<file path="config.mk">
export PLATFORM = sky130hd
export DESIGN_NAME = lut_cnt_cell
export DESIGN_NICKNAME = d
export VERILOG_FILES = /design/src/rtl/cell_pkg.sv /design/src/rtl/cell_lut.sv /design/src/rtl/cell_counter.sv /design/src/rtl/cell_delay.sv /design/src/rtl/lut_cnt_cell.sv
export SDC_FILE = /design/constraint.sdc
export NUM_CORES = 1
export LEC_CHECK = 0
export CORE_MARGIN = 3
export CORE_UTILIZATION = 50
export CTS_BUF_LIST = sky130_fd_sc_hd__clkbuf_8
export DETAILED_ROUTE_END_ITERATION = 6
export PLACE_DENSITY = 0.81
export SKIP_CTS_REPAIR_TIMING = 1
export SLEW_MARGIN = 15
export SYNTH_ARGS = -nofsm -noshare
export SYNTH_HDL_FRONTEND = slang
export SYNTH_SLANG_ARGS = --single-unit
export TNS_END_PERCENT = 5
</file>
<file path="constraint.sdc">
create_clock -name clk -period 2.19 [get_ports clk]
set_input_delay 0.438 -clock clk [delete_from_list [all_inputs] [get_ports clk]]
set_output_delay 0.438 -clock clk [all_outputs]
set_load 0.03 [all_outputs]
</file>
<file path="src/rtl/cell_pkg.sv">
package cell_pkg;

    typedef enum logic [1:0] {
        FN_LUT   = 2'b00,
        FN_COUNT = 2'b01,
        FN_DELAY = 2'b10
    } cell_fn_e;

    typedef enum logic [1:0] {
        EDGE_NONE = 2'b00,
        EDGE_RISE = 2'b01,
        EDGE_FALL = 2'b10,
        EDGE_BOTH = 2'b11
    } edge_sel_e;

    // Map a raw function code to the internal function; 11 aliases to LUT.
    function automatic cell_fn_e decode_fn(input logic [1:0] code);
        cell_fn_e f;
        case (code)
            2'b01:   f = FN_COUNT;
            2'b10:   f = FN_DELAY;
            default: f = FN_LUT;
        endcase
        return f;
    endfunction

    // True when a transition toward new_lvl must wait out the delay.
    function automatic logic edge_held(input edge_sel_e sel, input logic new_lvl);
        logic [1:0] s;
        s = sel;
        return new_lvl ? s[0] : s[1];
    endfunction

endpackage

</file>
<file path="src/rtl/cell_lut.sv">
module cell_lut #(
    parameter int K = 4,
    localparam int ROWS = 2 ** K
) (
    input  logic [ROWS-1:0] table_bits,
    input  logic [K-1:0]    sel,
    output logic            y
);
    logic [ROWS-1:0] work;

    // Halve the candidate set once per select bit, LSB first.
    always_comb begin
        work = table_bits;
        for (int d = 0; d < K; d++) begin
            for (int m = 0; m < ROWS / 2; m++) begin
                if (m < (ROWS >> (d + 1))) begin
                    work[m] = sel[d] ? work[2*m+1] : work[2*m];
                end
            end
        end
        y = work[0];
    end
endmodule

</file>
<file path="src/rtl/cell_counter.sv">
module cell_counter #(
    parameter int W = 8
) (
    input  logic         clk,
    input  logic         rst,
    input  logic         run,
    input  logic         tick,
    input  logic         clr,
    input  logic [W-1:0] limit,
    output logic         pulse
);
    logic [W-1:0] count_q;
    logic         clr_q;
    logic         pulse_q;

    always_ff @(posedge clk) begin
        if (rst || !run) begin
            count_q <= '0;
            clr_q   <= 1'b0;
            pulse_q <= 1'b0;
        end else begin
            clr_q <= clr;
            if (clr) begin
                count_q <= '0;
                pulse_q <= !clr_q;
            end else if (tick) begin
                if (count_q == limit) begin
                    count_q <= '0;
                    pulse_q <= 1'b1;
                end else begin
                    count_q <= count_q + 1'b1;
                    pulse_q <= 1'b0;
                end
            end else begin
                pulse_q <= 1'b0;
            end
        end
    end

    assign pulse = pulse_q;
endmodule

</file>
<file path="src/rtl/cell_delay.sv">
module cell_delay
    import cell_pkg::*;
#(
    parameter int W = 8
) (
    input  logic         clk,
    input  logic         rst,
    input  logic         run,
    input  logic         tick,
    input  logic         din,
    input  edge_sel_e    sel,
    input  logic [W-1:0] limit,
    output logic         dout
);
    logic         level_q;
    logic [W-1:0] wait_q;

    always_ff @(posedge clk) begin
        if (rst || !run) begin
            level_q <= 1'b0;
            wait_q  <= '0;
        end else if (tick) begin
            if (din == level_q) begin
                wait_q <= '0;
            end else if (!edge_held(sel, din)) begin
                level_q <= din;
                wait_q  <= '0;
            end else if (wait_q == limit) begin
                level_q <= din;
                wait_q  <= '0;
            end else begin
                wait_q <= wait_q + 1'b1;
            end
        end
    end

    assign dout = level_q;
endmodule

</file>
<file path="src/rtl/lut_cnt_cell.sv">
module lut_cnt_cell
    import cell_pkg::*;
#(
    parameter int LUT_K = 4,
    parameter int CNT_W = 8,
    localparam int ROWS = 2 ** LUT_K
) (
    input  logic             clk,
    input  logic             rst,
    input  logic [1:0]       cfg_func,
    input  logic [1:0]       cfg_edge,
    input  logic [CNT_W-1:0] cfg_val,
    input  logic [ROWS-1:0]  cfg_lut,
    input  logic [LUT_K-1:0] cell_in,
    output logic             cell_out
);
    cell_fn_e mode_q;
    logic     lut_y;
    logic     cnt_y;
    logic     dly_y;

    always_ff @(posedge clk) begin
        if (rst) begin
            mode_q <= decode_fn(cfg_func);
        end
    end

    cell_lut #(.K(LUT_K)) u_lut (
        .table_bits(cfg_lut),
        .sel       (cell_in),
        .y         (lut_y)
    );

    cell_counter #(.W(CNT_W)) u_cnt (
        .clk  (clk),
        .rst  (rst),
        .run  (mode_q == FN_COUNT),
        .tick (cell_in[0]),
        .clr  (cell_in[1]),
        .limit(cfg_val),
        .pulse(cnt_y)
    );

    cell_delay #(.W(CNT_W)) u_dly (
        .clk  (clk),
        .rst  (rst),
        .run  (mode_q == FN_DELAY),
        .tick (cell_in[0]),
        .din  (cell_in[1]),
        .sel  (edge_sel_e'(cfg_edge)),
        .limit(cfg_val),
        .dout (dly_y)
    );

    always_comb begin
        case (mode_q)
            FN_COUNT: cell_out = cnt_y;
            FN_DELAY: cell_out = dly_y;
            default:  cell_out = lut_y;
        endcase
    end
endmodule

</file>
==> results of run 1 <==
[final cells by class]
| class | count | share of cell area |
|---|---|---|
| Tap cell | 30 | 0.0198 |
| Sequential cell | 21 | 0.233 |
| Clock inverter | 1 | 0.00198 |
| Multi-Input combinational cell | 119 | 0.471 |
| Inverter | 6 | 0.0119 |
| Clock buffer | 3 | 0.0218 |
| Timing Repair Buffer | 47 | 0.241 |
[cell families (layout without fill, tap and decap cells)]
| logic type | count (synthesis) | in the layout | synth area share |
|---|---|---|---|
| and+or+nand+nor | 60 | 60 | 0.220 |
| AOI/OAI and AO/OA | 24 | 24 | 0.135 |
| xor gates and xnor gates | 24 | 24 | 0.153 |
| DFF | 21 | 21 | 0.320 |
| buffers and inverters | 10 | 57 | 0.0364 |
| muxes | 7 | 7 | 0.0991 |
| adders and majority gates | 4 | 4 | 0.0364 |
[report_power, final]
group          switching [W]  total, W  internal (W)
clock network       0.000126  0.000251      0.000125
logic              0.0000744  0.000185      0.000111
registers         0.00000337  0.000396      0.000393
total               0.000204  0.000832      0.000628
[registers in the layout, indices dropped and copies added (netlist names)]
| name | flops |
|---|---|
| mode_q | 2 |
| u_cnt.clr_q | 1 |
| u_cnt.count_q | 8 |
| u_dly.dout | 1 |
| u_cnt.pulse | 1 |
| u_dly.wait_q | 8 |
[critical path, cell delays in order]
cell	delay, ps
sky130_fd_sc_hd__buf_8	90
sky130_fd_sc_hd__mux4_2	500
sky130_fd_sc_hd__mux2_4	290
sky130_fd_sc_hd__nor3b_4	190
sky130_fd_sc_hd__a311oi_2	60
sky130_fd_sc_hd__buf_4	180
[per-layer routing]
metal,wire length (µm),vias to the layer above,global-route usage,share of wire
met5,0,-,0,0
met4,75,0,0.0960,0.021
met3,189,12,0.0658,0.053
met2,1910,36,0.411,0.53
met1,1400,629,0.253,0.39
li1,-,643,-,-
[Yosys cell counts, drive strengths merged]
master,n
nand2,15
o21ai,3
dfxtp,19
mux2,1
o32ai,1
a21oi,1
xor2,3
clkbuf,1
buf,3
o221a,1
o311ai,2
nor3,3
a211oi,1
o21a,1
o2111ai,4
and2,1
o211ai,5
edfxtp,2
o31ai,1
a311oi,1
nor4,3
a221oi,1
nand3b,3
mux4,4
nand3,7
inv,6
mux2i,2
ha,4
xnor2,21
o22ai,2
nand4,5
nor2b,5
nor2,14
nand2b,2
nor3b,2
[per-stage QoR]
| step | instances | hold slack (ps) |
|---|---|---|
| 6_report | 227 | 522 |
| 5_1_grt | 227 | 575 |
| 4_1_cts | 226 | 525 |
| 3_5_place_dp | 222 | 508 |
| 3_3_place_gp | 222 | 499 |
| 2_1_floorplan | 150 | 489 |
[worst max path at each step]
stage | from | end | slack [ps] | depth (start not counted)
after floorplan | cell_in[1] | cell_out | 140 | 5
after global placement | cell_in[1] | cell_out | -890 | 6
after detailed placement | cell_in[1] | cell_out | -960 | 6
after CTS | cell_in[1] | cell_out | -970 | 6
after global routing | cell_in[1] | cell_out | -60 | 6
final | cell_in[1] | cell_out | -5 | 6
==> flow_summary.yaml, run 1 <==
sta:
  finalHoldViolations: 0
  total_negative_slack_ps: -5.16
  grt_setup_unrepaired: "true"
  post-route-worst-setup-slack_ps: -5.16
  worst_slew_pin_slew_ps: 379
  fin_skew_ps: 8.77
  achievable-frequency_ghz: 0.456
  timing.final.max_slew_violations: 0
  setup_viol: 1
  fin_crit_sh: 1.00
  max_slew_margin: 0.745
  min_period_ps: 2200
global_route:
  pin_count_of_the_biggest_net_entering_global_routing: 16
  grt_util_overall: 0.230
  antenna_violations_before_repair: 0
  grt_first_pass_wirelength_um: 6020
  first_global_vias: 1394
  globalRouteOverflowTotal: 0
synthesis:
  synthCells: 150
  synth_top_cell_area_share: 0.276
  synth_nets: 188
  yosysSeqAreaShare: 0.320
  syn-cell-area_um2: 1380
  yosys-top-cells-area: "sky130_fd_sc_hd__dfxtp_1, sky130_fd_sc_hd__xnor2_1, sky130_fd_sc_hd__mux4_1, sky130_fd_sc_hd__edfxtp_1, sky130_fd_sc_hd__nand2_1"
  unique_cell_type_count_in_the_yosys_netlist: 40
  yosys_warns: 0
  number_of_register_bits_inferred_by_synthesis: 21
  synth.avg_cell_area_um2: 9.18
  yosys.area.top_type: "sky130_fd_sc_hd__dfxtp_1"
die:
  core_region_area_um2: 2540
  num_io_pins: 35
  placementRows: 18
  fp.dieW_um: 58.5
  die_area_um2: 3420
  die_h_um: 58.5
  initial_standard_cell_utilization_of_the_core: 0.541
critical_path:
  critical_path_peak_fanout: 4
  timing.reg2reg.setup_slack_ps: 590
  rr_startpoint: "u_dly.wait_q[3]"
  cp_data_arrival_time_ps: 1760
  required_ps: 1750
  worst_setup_path_end_kind: "output port"
  r2r-end: "u_dly.wait_q[2]"
  path_class: "input pin to output port"
  critPathLaunchType: "input pin"
  rr_worst_depth: 5
placement:
  post_placement_cell_area_um2: 1820
  hpwlAfterDp_um: 2770
  input_output_buffers: 34
  place_congestion: 0.772
  detailedPlace.worstSlack_ps: -962
cells_and_area:
  n_antenna_cell: 0
  commonest_cells_after_routing_fill_and_taps_aside: "sky130_fd_sc_hd__xnor2_1, sky130_fd_sc_hd__dfxtp_1, sky130_fd_sc_hd__nand2_1"
  layout.core_utilization: 0.743
  multi_input_comb_area_um2: 891
  layout.area.seq_um2: 440
  area.growth.synth_to_final_pct: 37.5
  layout-drive-gt1-share: 0.168
  number_of_filler_instances_in_the_final_layout: 189
  layout.cells.most_common: "sky130_fd_sc_hd__xnor2_1"
  final_net_count: 236
  post-route-cell-area_um2: 1890
routing:
  remaining_drc_errors: 0
  viasPerCell: 5.81
  route.final.wire_length_um: 3570
  detail-route-antenna-nets: 0
  drt-initial-drc-count: 51
  route.detailed.wl_per_inst_um: 15.7
  route.vias.total: 1320
  dr.pass1.iters: 4
clocking:
  clock_pin_slew_reported_for_the_worst_setup_and_hold_paths_after_clock_tree_synthesis_ps: 70
  tritoncts_clock_tree: "done"
  total_clock_buffers_created_by_cts: 3
  cts-htree-levels: 1
  clockBufferDepth: 2
  clock-root-buffer: "sky130_fd_sc_hd__clkbuf_8"
  numClockSinks: 21
  clock_network_latency_to_the_later_pin_of_the_worst_skew_pair_ps: 260
job:
  timing.max_cap.violations: 0
min_path:
  worstHoldStart: "u_cnt.clr_q"
  worstHoldPathType: "flop to flop"
  hold_end: "u_cnt.pulse"
  worst_hold_path.num_cells: 2
power_and_ir_drop:
  powerDensity_nw_per_um2: 440
  vdd.ir_drop.worst_mv: 0.436
  power.total_w: 0.000832
  static-leakage-power_nw: 0.746
status:
  status: "finished, violations left"
  failed_checks: "setup timing"
Power figures use the tool's default switching activity.
==> run 2: changes to the inputs <==
--- a/config.mk
+++ b/config.mk
@@ -6,10 +6,10 @@
 export NUM_CORES = 1
 export LEC_CHECK = 0
 export CORE_MARGIN = 3
-export CORE_UTILIZATION = 50
+export CORE_UTILIZATION = 46
 export CTS_BUF_LIST = sky130_fd_sc_hd__clkbuf_8
 export DETAILED_ROUTE_END_ITERATION = 6
-export PLACE_DENSITY = 0.81
+export PLACE_DENSITY = 0.79
 export SKIP_CTS_REPAIR_TIMING = 1
 export SLEW_MARGIN = 15
 export SYNTH_ARGS = -nofsm -noshare
==> constraint.sdc (replaced) <==
create_clock -name clk -period 1.8 [get_ports clk]
set_input_delay 0.36 -clock clk [delete_from_list [all_inputs] [get_ports clk]]
set_output_delay 0.36 -clock clk [all_outputs]
set_load 0.03 [all_outputs]
==> run 2 against run 1 <==
Compared with the run above:
- the flow still finishes with violations (setup timing)
- non-clock buffer count up 8
- first-iteration DRC count down 37%
- clock-buffer cell count unchanged
- final cell count up 4.0%
- critical endpoint unchanged
- largest cell class unchanged
- largest power group unchanged
==> flow_summary.yaml, run 2 (synthesis gave the netlist of run 1 again) <==
global_route:
  pin_count_of_the_biggest_net_entering_global_routing: 22
  antenna_violations_before_repair: 0
  grt_util_overall: 0.210
  grt_first_pass_wirelength_um: 5810
  globalRouteOverflowTotal: 0
  first_global_vias: 1317
clocking:
  total_clock_buffers_created_by_cts: 3
  clock_pin_slew_reported_for_the_worst_setup_and_hold_paths_after_clock_tree_synthesis_ps: 80
  tritoncts_clock_tree: "done"
  numClockSinks: 21
  cts-htree-levels: 1
  clockBufferDepth: 2
  clock-root-buffer: "sky130_fd_sc_hd__clkbuf_8"
  clock_network_latency_to_the_later_pin_of_the_worst_skew_pair_ps: 260
critical_path:
  crit_slowest_cell: "sky130_fd_sc_hd__mux4_2"
  top_cell_family_by_delay_on_the_critical_path: "multiplexers"
  rr_startpoint: "mode_q[0]"
  critPathLaunchType: "input pin"
  worstSetupStartpoint: "cfg_lut[0]"
  crit_chain: "dlymetal6s2s_1 -> mux4_2 -> mux2_4 -> nor3b_4 -> a311oi_2 -> buf_4"
  critical_path_buf_inv_count: 2
  timing.reg2reg.setup_slack_ps: 270
  required_ps: 1440
  cp_data_arrival_time_ps: 1660
  worst_setup_path_end_kind: "output port"
  path_class: "input pin to output port"
  crit_path_max_incr_delay_ps: 450
  critical_path_peak_fanout: 1
cells_and_area:
  number_of_filler_instances_in_the_final_layout: 210
  layout-drive-gt1-share: 0.220
  reg.largest.list: "u_cnt.count_q: 8 flops, u_dly.wait_q: 8 flops, mode_q: 2 flops"
  fin_cells: 236
  final_net_count: 244
  commonest_cells_after_routing_fill_and_taps_aside: "sky130_fd_sc_hd__buf_4, sky130_fd_sc_hd__xnor2_1, sky130_fd_sc_hd__dfxtp_1, sky130_fd_sc_hd__nand2_1"
  layout.cells.most_common: "sky130_fd_sc_hd__buf_4"
  layout.core_utilization: 0.689
  area.growth.synth_to_final_pct: 40.4
  n_antenna_cell: 0
status:
  failed_checks: "setup timing"
  status: "finished, violations left"
routing:
  route.detailed.wl_per_inst_um: 15.3
  remaining_drc_errors: 0
  viasPerCell: 5.77
  route.final.wire_length_um: 3610
  route.vias.total: 1362
  detail-route-antenna-nets: 0
  drt-initial-drc-count: 32
  dr.pass1.iters: 4
sta:
  grt_setup_unrepaired: "true"
  fin_skew_ps: 5.06
  worst_hold_slack_ps: 483
  finalHoldViolations: 0
  post-route-worst-setup-slack_ps: -218
  max_slew_margin: 0.771
  setup_viol: 1
  fin_crit_sh: 1.12
  achievable-frequency_ghz: 0.495
  timing.final.max_slew_violations: 0
  min_period_ps: 2020
  worst_slew_pin_slew_ps: 342
placement:
  hpwlAfterDp_um: 2900
  place_inst: 232
  detailedPlace.worstSlack_ps: -1160
  input_output_buffers: 34
  place_congestion: 0.768
die:
  die_area_um2: 3680
  fp.dieW_um: 60.7
  initial_standard_cell_utilization_of_the_core: 0.491
  num_io_pins: 35
  die_h_um: 60.7
  core_region_area_um2: 2810
  placementRows: 19
min_path:
  worstHoldStart: "cell_in[1]"
  worstHoldPathType: "input pin to flop"
power_and_ir_drop:
  static-leakage-power_nw: 0.755
  power.total_w: 0.00104
  powerDensity_nw_per_um2: 536
  vdd.ir_drop.worst_mv: 0.429
job:
  timing.max_cap.violations: 0
## run 2: changes by cell type in the layout (fill, tap and decap cells not counted)
cell,change
sky130_fd_sc_hd__clkbuf_2,+3
sky130_fd_sc_hd__clkinv_2,+1
sky130_fd_sc_hd__dlymetal6s2s_1,-3
sky130_fd_sc_hd__inv_1,-1
sky130_fd_sc_hd__buf_4,+8
## run 2: cell type report
class	instances	area, µm²	share of cell area
clock buffers	3	41.3	0.0214
clock inverters	1	5.00	0.00259
inverters	6	22.5	0.0117
repair buffers	55	493	0.255
flip-flops and latches	21	440	0.228
multi-input cells	119	891	0.461
well taps	31	38.8	0.0201
## run 2: metrics by stage
stage / area (µm²) / TNS (ps)
floorplan: 1380 / -97.3
global placement: 1890 / -3240
detailed placement: 1890 / -4000
CTS: 1940 / -1170
global route: 1930 / -256
finish: 1930 / -218
## run 2: power breakdown
group	switching, W	internal, W	total [W]	leakage [nW]
Combinational	0.0000944	0.000141	0.000235	0.557
Sequential	0.00000393	0.000478	0.000482	0.172
Clock	0.000164	0.000154	0.000319	0.0255
## run 2: routing by layer
layer	wire (µm)	GRT usage	vias to the layer above
li1	-	-	655
met1	1450	0.241	656
met2	1970	0.392	41
met3	120	0.0319	10
met4	75	0.0712	0
met5	0	0	-
## run 2: path summary, 6_finish.rpt
| check | end | cells after the start |
|---|---|---|
| setup / recovery | cell_out | 6 |
| hold / removal | u_cnt.clr_q | 3 |
| setup reg to reg | u_dly.wait_q[2] | 8 |
| hold reg to reg | u_cnt.pulse | 2 |
## run 2: worst register-to-register path, stage by stage, from the launching register on
cell	delay, ps
sky130_fd_sc_hd__edfxtp_1	390
sky130_fd_sc_hd__inv_1	80
sky130_fd_sc_hd__ha_1	160
sky130_fd_sc_hd__buf_4	110
sky130_fd_sc_hd__nand2b_1	70
sky130_fd_sc_hd__a21oi_2	130
sky130_fd_sc_hd__o21ai_1	80
sky130_fd_sc_hd__buf_4	160
sky130_fd_sc_hd__o311ai_0	260
